===== src/rtl/mbiv_pkg.sv =====
package mbiv_pkg;
    typedef enum logic [0:0] {
        MODE_RUN  = 1'b0,
        MODE_SOFT = 1'b1
    } mode_e;

    localparam int REG_W = 8;
endpackage


===== src/rtl/mbiv_mode_fsm.sv =====
module mbiv_mode_fsm
    import mbiv_pkg::*;
(
    input  logic  clk,
    input  logic  rst_n,
    input  logic  srst_wr,
    input  logic  srst_wdata,
    input  logic  ien_wr,
    input  logic  ien_lock_wdata,
    input  logic  ien_wake_wdata,
    input  logic  lock_err,
    output mode_e mode,
    output logic  lock_en,
    output logic  wake_en
);
    mode_e mode_nxt;
    logic  lock_trip;

    assign lock_trip = lock_err && lock_en;

    always_comb begin
        mode_nxt = mode;
        unique case (mode)
            MODE_RUN: begin
                if (lock_trip || (srst_wr && srst_wdata))
                    mode_nxt = MODE_SOFT;
            end
            MODE_SOFT: begin
                if (srst_wr && !srst_wdata && !lock_trip)
                    mode_nxt = MODE_RUN;
            end
            default: mode_nxt = MODE_RUN;
        endcase
    end

    always_ff @(posedge clk or negedge rst_n) begin
        if (!rst_n) mode <= MODE_RUN;
        else        mode <= mode_nxt;
    end

    // enable register; lock bit is guarded by the soft-reset state
    always_ff @(posedge clk or negedge rst_n) begin
        if (!rst_n) begin
            lock_en <= 1'b0;
            wake_en <= 1'b0;
        end else if (ien_wr) begin
            wake_en <= ien_wake_wdata;
            if (mode == MODE_SOFT)
                lock_en <= ien_lock_wdata;
        end
    end

    // lock enable cannot move outside soft reset
    a_r7_lock_guard: assert property (@(posedge clk) disable iff (!rst_n)
        (mode == MODE_RUN) |=> $stable(lock_en));

    // enabled locking error forces soft reset
    a_r8_lock_trip: assert property (@(posedge clk) disable iff (!rst_n)
        (lock_err && lock_en) |=> (mode == MODE_SOFT));

    // release write leaves soft reset unless a trip coincides
    a_r6_release: assert property (@(posedge clk) disable iff (!rst_n)
        (mode == MODE_SOFT && srst_wr && !srst_wdata && !(lock_err && lock_en))
        |=> (mode == MODE_RUN));
endmodule


===== src/rtl/mbiv_flag_bank.sv =====
module mbiv_flag_bank #(
    parameter int NUM_BUF = 16
) (
    input  logic               clk,
    input  logic               rst_n,
    input  logic               clr_all,
    input  logic [NUM_BUF-1:0] set_i,
    input  logic               clr_wr,
    input  logic [NUM_BUF-1:0] clr_mask,
    input  logic               ena_wr,
    input  logic [NUM_BUF-1:0] ena_wdata,
    input  logic               dir_wr,
    input  logic [NUM_BUF-1:0] dir_wdata,
    output logic [NUM_BUF-1:0] flag_q,
    output logic [NUM_BUF-1:0] ena_q,
    output logic [NUM_BUF-1:0] dir_q
);
    for (genvar g = 0; g < NUM_BUF; g++) begin : g_buf
        logic clr_hit;
        assign clr_hit = clr_wr && clr_mask[g];

        always_ff @(posedge clk or negedge rst_n) begin
            if (!rst_n)          flag_q[g] <= 1'b0;
            else if (clr_all)    flag_q[g] <= 1'b0;
            else if (set_i[g])   flag_q[g] <= 1'b1;
            else if (clr_hit)    flag_q[g] <= 1'b0;
        end

        // an event pulse outside soft reset always leaves the flag set
        a_r1_set_wins: assert property (@(posedge clk) disable iff (!rst_n)
            (!clr_all && set_i[g]) |=> flag_q[g]);
    end

    always_ff @(posedge clk or negedge rst_n) begin
        if (!rst_n) begin
            ena_q <= '0;
            dir_q <= '0;
        end else begin
            if (ena_wr) ena_q <= ena_wdata;
            if (dir_wr) dir_q <= dir_wdata;
        end
    end

    // soft reset empties every flag
    a_r6_soft_clear: assert property (@(posedge clk) disable iff (!rst_n)
        clr_all |=> (flag_q == '0));
endmodule


===== src/rtl/mbiv_prio_enc.sv =====
module mbiv_prio_enc #(
    parameter int               N         = 16,
    parameter int               W         = 4,
    parameter bit               LOW_FIRST = 1'b1,
    parameter logic [W-1:0]     IDLE_VAL  = '0
) (
    input  logic [N-1:0] cand,
    output logic [W-1:0] vec,
    output logic         any
);
    logic [W-1:0] pick;

    if (LOW_FIRST) begin : g_low
        always_comb begin
            pick = '0;
            for (int i = N - 1; i >= 0; i--)
                if (cand[i]) pick = W'(i);
        end
    end else begin : g_high
        always_comb begin
            pick = '0;
            for (int i = 0; i < N; i++)
                if (cand[i]) pick = W'(i);
        end
    end

    assign any = |cand;
    assign vec = any ? pick : IDLE_VAL;
endmodule


===== src/rtl/msgbuf_irq_vec.sv =====
module msgbuf_irq_vec
    import mbiv_pkg::*;
#(
    parameter int NUM_BUF = 16
) (
    input  logic               clk,
    input  logic               rst_n,
    input  logic               srst_wr,
    input  logic               srst_wdata,
    output logic               srst_active,
    input  logic               ien_wr,
    input  logic               ien_lock_wdata,
    input  logic               ien_wake_wdata,
    output logic               lock_en_q,
    output logic               wake_en_q,
    input  logic               ena_wr,
    input  logic [NUM_BUF-1:0] ena_wdata,
    input  logic               dir_wr,
    input  logic [NUM_BUF-1:0] dir_wdata,
    input  logic [NUM_BUF-1:0] flag_set,
    input  logic               flag_clr_wr,
    input  logic [NUM_BUF-1:0] flag_clr_mask,
    input  logic               lock_err,
    input  logic               wake_req,
    output logic [NUM_BUF-1:0] flag_q,
    output logic [NUM_BUF-1:0] ena_q,
    output logic [NUM_BUF-1:0] dir_q,
    output logic [REG_W-1:0]   rx_vec_reg,
    output logic [REG_W-1:0]   tx_vec_reg,
    output logic               rx_sum,
    output logic               tx_sum,
    output logic               irq
);
    localparam int                 VEC_W   = $clog2(NUM_BUF);
    localparam logic [VEC_W-1:0]   RX_IDLE = '0;
    localparam logic [VEC_W-1:0]   TX_IDLE = '1;
    localparam logic [NUM_BUF-1:0] ONE     = NUM_BUF'(1);

    mode_e              mode;
    logic               running;
    logic [NUM_BUF-1:0] pend;
    logic [NUM_BUF-1:0] rx_cand;
    logic [NUM_BUF-1:0] tx_cand;
    logic [VEC_W-1:0]   rx_vec;
    logic [VEC_W-1:0]   tx_vec;

    mbiv_mode_fsm u_fsm (
        .clk            (clk),
        .rst_n          (rst_n),
        .srst_wr        (srst_wr),
        .srst_wdata     (srst_wdata),
        .ien_wr         (ien_wr),
        .ien_lock_wdata (ien_lock_wdata),
        .ien_wake_wdata (ien_wake_wdata),
        .lock_err       (lock_err),
        .mode           (mode),
        .lock_en        (lock_en_q),
        .wake_en        (wake_en_q)
    );

    assign running     = (mode == MODE_RUN);
    assign srst_active = !running;

    mbiv_flag_bank #(.NUM_BUF(NUM_BUF)) u_bank (
        .clk       (clk),
        .rst_n     (rst_n),
        .clr_all   (!running),
        .set_i     (flag_set),
        .clr_wr    (flag_clr_wr),
        .clr_mask  (flag_clr_mask),
        .ena_wr    (ena_wr),
        .ena_wdata (ena_wdata),
        .dir_wr    (dir_wr),
        .dir_wdata (dir_wdata),
        .flag_q    (flag_q),
        .ena_q     (ena_q),
        .dir_q     (dir_q)
    );

    assign pend    = flag_q & ena_q & {NUM_BUF{running}};
    assign rx_cand = pend & ~dir_q;
    assign tx_cand = pend & dir_q;

    mbiv_prio_enc #(.N(NUM_BUF), .W(VEC_W), .LOW_FIRST(1'b1), .IDLE_VAL(RX_IDLE)) u_rx_enc (
        .cand (rx_cand),
        .vec  (rx_vec),
        .any  (rx_sum)
    );

    mbiv_prio_enc #(.N(NUM_BUF), .W(VEC_W), .LOW_FIRST(1'b0), .IDLE_VAL(TX_IDLE)) u_tx_enc (
        .cand (tx_cand),
        .vec  (tx_vec),
        .any  (tx_sum)
    );

    assign rx_vec_reg = {{(REG_W - VEC_W){1'b0}}, rx_vec};
    assign tx_vec_reg = {{(REG_W - VEC_W){1'b0}}, tx_vec};

    assign irq = rx_sum || tx_sum || (lock_err && lock_en_q) || (wake_req && wake_en_q);

    // receive vector names a candidate with no lower candidate
    a_r2_rx_lowest: assert property (@(posedge clk) disable iff (!rst_n)
        rx_sum |-> (rx_cand[rx_vec] && ((rx_cand & ((ONE << rx_vec) - ONE)) == '0)));

    // transmit vector names a candidate with no higher candidate
    a_r3_tx_highest: assert property (@(posedge clk) disable iff (!rst_n)
        tx_sum |-> ((tx_cand >> tx_vec) == ONE));

    // idle values while summaries are clear
    a_r5_rx_idle: assert property (@(posedge clk) disable iff (!rst_n)
        !rx_sum |-> (rx_vec_reg == 8'h00));
    a_r5_tx_idle: assert property (@(posedge clk) disable iff (!rst_n)
        !tx_sum |-> (tx_vec_reg == 8'h0F));

    // no summary during soft reset
    a_r6_soft_quiet: assert property (@(posedge clk) disable iff (!rst_n)
        srst_active |-> (!rx_sum && !tx_sum));

    // enabled wake-up reaches the interrupt line
    a_r9_wake_irq: assert property (@(posedge clk) disable iff (!rst_n)
        (wake_req && wake_en_q) |-> irq);

    // any summary reaches the interrupt line
    a_r10_sum_irq: assert property (@(posedge clk) disable iff (!rst_n)
        (rx_sum || tx_sum) |-> irq);
endmodule


===== config.mk =====
export PLATFORM = sky130hd
export DESIGN_NAME = msgbuf_irq_vec
export DESIGN_NICKNAME = d
export VERILOG_FILES = /design/src/rtl/mbiv_pkg.sv /design/src/rtl/mbiv_mode_fsm.sv /design/src/rtl/mbiv_flag_bank.sv /design/src/rtl/mbiv_prio_enc.sv /design/src/rtl/msgbuf_irq_vec.sv
export SDC_FILE = /design/constraint.sdc
export NUM_CORES = 1
export LEC_CHECK = 0
export CORE_MARGIN = 10
export CORE_UTILIZATION = 43
export CTS_CLUSTER_DIAMETER = 120
export DETAILED_ROUTE_END_ITERATION = 7
export PLACE_DENSITY = 0.87
export SLEW_MARGIN = 20
export SYNTH_ARGS = -nofsm -noshare
export SYNTH_HDL_FRONTEND = slang
export SYNTH_SLANG_ARGS = --single-unit

===== constraint.sdc =====
create_clock -name clk -period 4.25 [get_ports clk]
set_input_delay 1.275 -clock clk [delete_from_list [all_inputs] [get_ports clk]]
set_output_delay 1.275 -clock clk [all_outputs]
set_load 0.01 [all_outputs]

### Word level (Yosys, flattened, before mapping)

Cells that the tools add are included.

| storage, ports and cells | value |
|---|---|
| memory bits (writable) | 0 |
| output and inout port bits | 70 |
| memories | 0 |
| bits in latches | 0 |
| ROM bits | 0 |
| input port bits | 76 |
| bits in registers | 51 |

| operators by class | value |
|---|---|
| reduce and logical (&&, ||, !) cells | 46 |
| div/mod/pow operators | 0 |
| bitwise gates (word level) | 6 |
| add/sub/neg operators | 0 |
| multipliers | 0 |
| muxes and demuxes | 84 |
| shifts and indexed selects | 0 |
| order comparisons | 0 |
| equal/unequal tests | 0 |

Operators with widths:

| operator | count |
|---|---|
| two-way mux 4 bit | 26 |
| AND 16 bit | 4 |
| two-way mux 1 bit | 51 |
| nonzero test 3 bit | 16 |
| OR reduction 16 bit | 2 |
| logical AND 1 bit | 21 |
| inverter 16 bit | 1 |
| two-way mux 3 bit | 4 |
| logical OR 1 bit | 4 |
| two-way mux 2 bit | 2 |
| zero test 1 bit | 2 |
| case mux 1 bit (2 select lines) | 1 |
| AND reduction 2 bit | 1 |
| inverter 1 bit | 1 |

### Depth between registers and ports, before layout

| depth | value |
|---|---|
| word-level depth | 20 |
| depth in mapped cells | 7 |
| gate-level depth less buffers | 5 |

### Modules after synthesis

From an unflattened synthesis, not the netlist that was laid out.

| second synthesis, totals | value |
|---|---|
| cell total of the unflattened synthesis | 266 |
| area total of the unflattened synthesis | 3022.9 sq um |

By module, submodules not included:

| module | area an instance (sq um) | instances | cells an instance | sequential area each (sq um) |
|---|---|---|---|---|
| mbiv_flag_bank | 1980.6 | 1 | 135 | 1201.2 |
| msgbuf_irq_vec | 529.3 | 1 | 63 | 0.0 |
| mbiv_prio_enc at u_rx_enc | 196.4 | 1 | 30 | 0.0 |
| mbiv_prio_enc at u_tx_enc | 195.2 | 1 | 29 | 0.0 |
| mbiv_mode_fsm | 121.4 | 1 | 9 | 75.1 |

### Worst setup path after synthesis

No wires, ideal clock.

| path | value |
|---|---|
| path kind | register to output |
| start point | register u_fsm.mode |
| end point | output rx_vec_reg[0] |
| cell stages (with the launch flop) | 7 |
| path slack | 1.381 ns |
| path buffers | 1 |
| arrival | 1.594 ns |
| path through | dfrtp_1 -> buf_4 -> and4bb_2 -> nor2_1 -> and3_1 -> nor2b_4 -> nor4_2 |

| on the way | value |
|---|---|
| word-level cells in the longest chain between the ends | 20 |

RTL lines:

| item | RTL line | text |
|---|---|---|
| from (decl) | mbiv_mode_fsm.sv:12 | `output mode_e mode,` |
| from (signal assigned) | mbiv_mode_fsm.sv:38 | `else mode <= mode_nxt;` |
| inverter 1 bit (*) | -- |  |
| AND 16 bit (*) | msgbuf_irq_vec.sv:80 | `assign pend = flag_q & ena_q & {NUM_BUF{running}};` |
| AND 16 bit (*) | msgbuf_irq_vec.sv:81 | `assign rx_cand = pend & ~dir_q;` |
| two-way mux 4 bit (16 in series) | mbiv_prio_enc.sv:17 | `if (cand[i]) pick = W'(i);` |
| two-way mux 4 bit (*) | mbiv_prio_enc.sv:28 | `assign vec = any ? pick : IDLE_VAL;` |
| to (decl) | msgbuf_irq_vec.sv:28 | `output logic [REG_W-1:0] rx_vec_reg,` |

Mark *: on every way between the ends. The rest lies on a longest branch, timed or not.

### Worst setup path after layout

| path | value |
|---|---|
| start point | register u_fsm.mode |
| end point | output tx_vec_reg[1] |

| on the way | value |
|---|---|
| word-level cells in the longest chain between the ends | 18 |

RTL lines:

| item | RTL line | text |
|---|---|---|
| inverter 1 bit (*) | -- |  |
| AND 16 bit (*) | msgbuf_irq_vec.sv:80 |  |
| AND 16 bit (*) | msgbuf_irq_vec.sv:82 | `assign tx_cand = pend & dir_q;` |
| two-way mux 2 bit (2 in series) | mbiv_prio_enc.sv:23 | `if (cand[i]) pick = W'(i);` |
| two-way mux 3 bit (4 in series) | mbiv_prio_enc.sv:23 |  |
| two-way mux 4 bit (8 in series) | mbiv_prio_enc.sv:23 |  |
| two-way mux 4 bit (*) | mbiv_prio_enc.sv:28 |  |
| to (decl) | msgbuf_irq_vec.sv:29 | `output logic [REG_W-1:0] tx_vec_reg,` |

Marks and branches as above.

==> impl_metrics.ini <==
[drt]
vias = 2518
drt_drc_violations_left = 0
antenna_left = 0
wirelength_um = 9040
drt_iter0_markers = 103
via_per_inst = 5.40
dr.pass1.iters = 4
wl_per_cell_um = 19.4

[clock_tree]
cts.sinks = 51
post_cts_resized = 0
cts_buffer_depth = 2
clkLatencyLatePin_ns = 0.31
h-tree-depth = 2
cts_tree = yes
post-cts-setup-buffers = 0
cts_buffers = 5
clk_pin_slew_ns = 0.08
clk_root_buffer_cell = clkbuf_8
cts_hold_buf = 0

[global_route]
grt_max_degree = 52
grt_first_pass_wirelength_um = 14300
grt_pass1_vias = 2693
grt_overflow_total = 0
grt_use_met3_pct = 9.07
met1_usage_pct = 19.1
antenna_found_initial = 0
top_usage_layer = met2
grt.total_usage_pct = 17.7
met2_usage_pct = 30.2

[yosys]
post-synth-top-count-cell = dfrtp_1
synthCells = 254
synthTopCellsByArea = dfrtp_1 (46%), mux2_2 (14%), and4bb_2 (5.9%), nand4b_1 (5.1%), nor2_1 (3.8%)
synth.distinct_cells = 44
synthArstFlopShare_pct = 100
yosysWarningCount = 0
syn-cell-area_um2 = 2770
ys_seq_area_share_pct = 46.0
synth_edf_count = 0
yosys_register_bits = 51
synth_top_area_cell = dfrtp_1
synthTopCellsByCount = dfrtp_1 (51), mux2_2 (34), nor2_1 (28), nand2_1 (25), a21oi_1 (19)
netlist.area_leader.share_pct = 46.0
syn_area_per_cell_um2 = 10.9
ys.flop_type = dfrtp_1

[job]
max_cap_viol_count = 0

[floorplanning]
die_h_um = 100
io_pins = 146
rows = 29
die-area_um2 = 10100
start_util_pct = 43.9
core_um2 = 6310
die_x_um = 100

[final_layout]
n_fill_cell = 522
final_nets = 465
syn2layout_area_growth_pct = 53.7
antenna_cells = 0
layout-drive-gt1-share_pct = 17.2
stdcell_area_um2 = 4260

[critical_path]
critPathCaptureType = primary output
critPathKind = flip-flop to primary output
startpoint_type = flip-flop
cp_slowest_stage_delay_ns = 0.61
arrival_ns = 2.56
crit_path_cell_trace = buf_4 -> nand4b_1 -> nand4_1 -> or2_1 -> nand2b_4 -> o2111ai_1 -> clkdlybuf4s50_1
crit_fanout = 24
cp_slowest_cell = clkdlybuf4s50_1
crit_required_ns = 2.97

[sta]
setup_tns_ns = 0
slew_viol_final = 0
tightest_slew_ns = 0.843
post-route-min-period_ns = 3.83
max_freq_mhz = 261
layout_setup_ws_ns = 0.420
hold_violations = 0
skew_ns = 0.00509
rsz0062_at_grt = false
relSlewSlack_pct = 43.6
setup_viol = 0
fin_hold_ws_ns = 0.556
finalCritPeriodShare_pct = 90.1

[power]
power.density_nw_per_um2 = 329
irDropWorstVdd_mv = 0.204
p_leak_nw = 1.76

[placement]
finalWeightedCongestion = 0.816
detailed_place_hpwl_um = 7290
portBuffers = 137
place_ws_ns = 0.444
place_area_um2 = 4170

[status]
status = finished clean

[worst_hold_path]
hold_class = flip-flop to flip-flop
[area by class of cell]
| cell class | count | area (um2) | area share [%] |
|---|---|---|---|
| multi-input combinational | 188 | 1400 | 32.8 |
| clock inverter | 1 | 5.00 | 0.117 |
| inverter | 3 | 11.3 | 0.264 |
| sequential | 51 | 1280 | 30.0 |
| clock buffer | 6 | 82.6 | 1.94 |
| tap | 77 | 96.3 | 2.26 |
| timing repair buffer | 140 | 1390 | 32.6 |
[routing by layer]
| layer | up-vias | part of all wire (%) |
|---|---|---|
| met5 | - | 0 |
| met4 | 0 | 1.0 |
| met3 | 7 | 13 |
| met2 | 116 | 48 |
| met1 | 1201 | 37 |
| li1 | 1194 | - |
[placed cells by master, fill, tap and decap left out, types with 3 or more instances in the layout]
master,instances
clkdlybuf4s50_1,136
conb_1,8
clkbuf_8,6
nand2b_1,5
a21oi_1,19
nand4b_1,16
nor2_1,28
mux2_2,34
dfrtp_1,50
nand4_1,3
inv_1,3
nand2_1,25
and4bb_2,13
buf_4,4
[power breakdown]
part           internal [mW]  switching, mW  leakage [nW]
sequential             0.541         0.0677         0.615
clock                  0.128          0.153        0.0470
combinational          0.309          0.204          1.10
total                  0.978          0.425          1.76
[through the flow]
step,std cells,utilization [%],total power [mW]
floorplan,261,-,0.827
global placement,459,66.1,1.12
detailed placement,459,66.1,1.13
CTS,466,67.5,1.42
global route,466,67.5,1.48
finish,466,67.5,1.40
[kinds of logic after synthesis]
family	Yosys count	synth area share (%)
compound gates	35	7.89
buf+inv	22	4.51
flops	51	46.0
mux	34	13.8
other cells	1	0.135
simple gates	111	27.6
[sequential cells by signal, indices dropped and copies added, names as in the netlist]
signal,count
u_fsm.lock_en,1
u_fsm.wake_en,1
u_bank.dir_q,16
u_bank.flag_q,16
u_fsm.mode,1
u_bank.ena_q,16
[worst max-delay path: cells and delay by family (launching register included)]
kind | cells | cell delay (ns)
buf+inv | 2 | 0.84
simple gates | 4 | 0.74
flops | 1 | 0.56
compound gates | 1 | 0.12
[worst paths after layout]
| check | to | cells past startpoint | slack (ns) | from |
|---|---|---|---|---|
| max | tx_vec_reg[1] | 7 | 0.42 | u_fsm.mode$_DFF_PN0_ |
| min | u_fsm.wake_en$_DFFE_PN0P_ | 1 | 0.56 | u_fsm.wake_en$_DFFE_PN0P_ |
| max reg2reg | u_fsm.mode$_DFF_PN0_ | 4 | 2.79 | u_fsm.mode$_DFF_PN0_ |
| min reg2reg | u_fsm.wake_en$_DFFE_PN0P_ | 1 | 0.56 | u_fsm.wake_en$_DFFE_PN0P_ |
| max in group asynchronous | u_fsm.mode$_DFF_PN0_ | 1 | 2.79 | rst_n |
| min in group asynchronous | u_bank.flag_q[6]$_DFFE_PN0P_ | 1 | 0.99 | rst_n |
No activity file was read; power rests on OpenSTA's default activity.
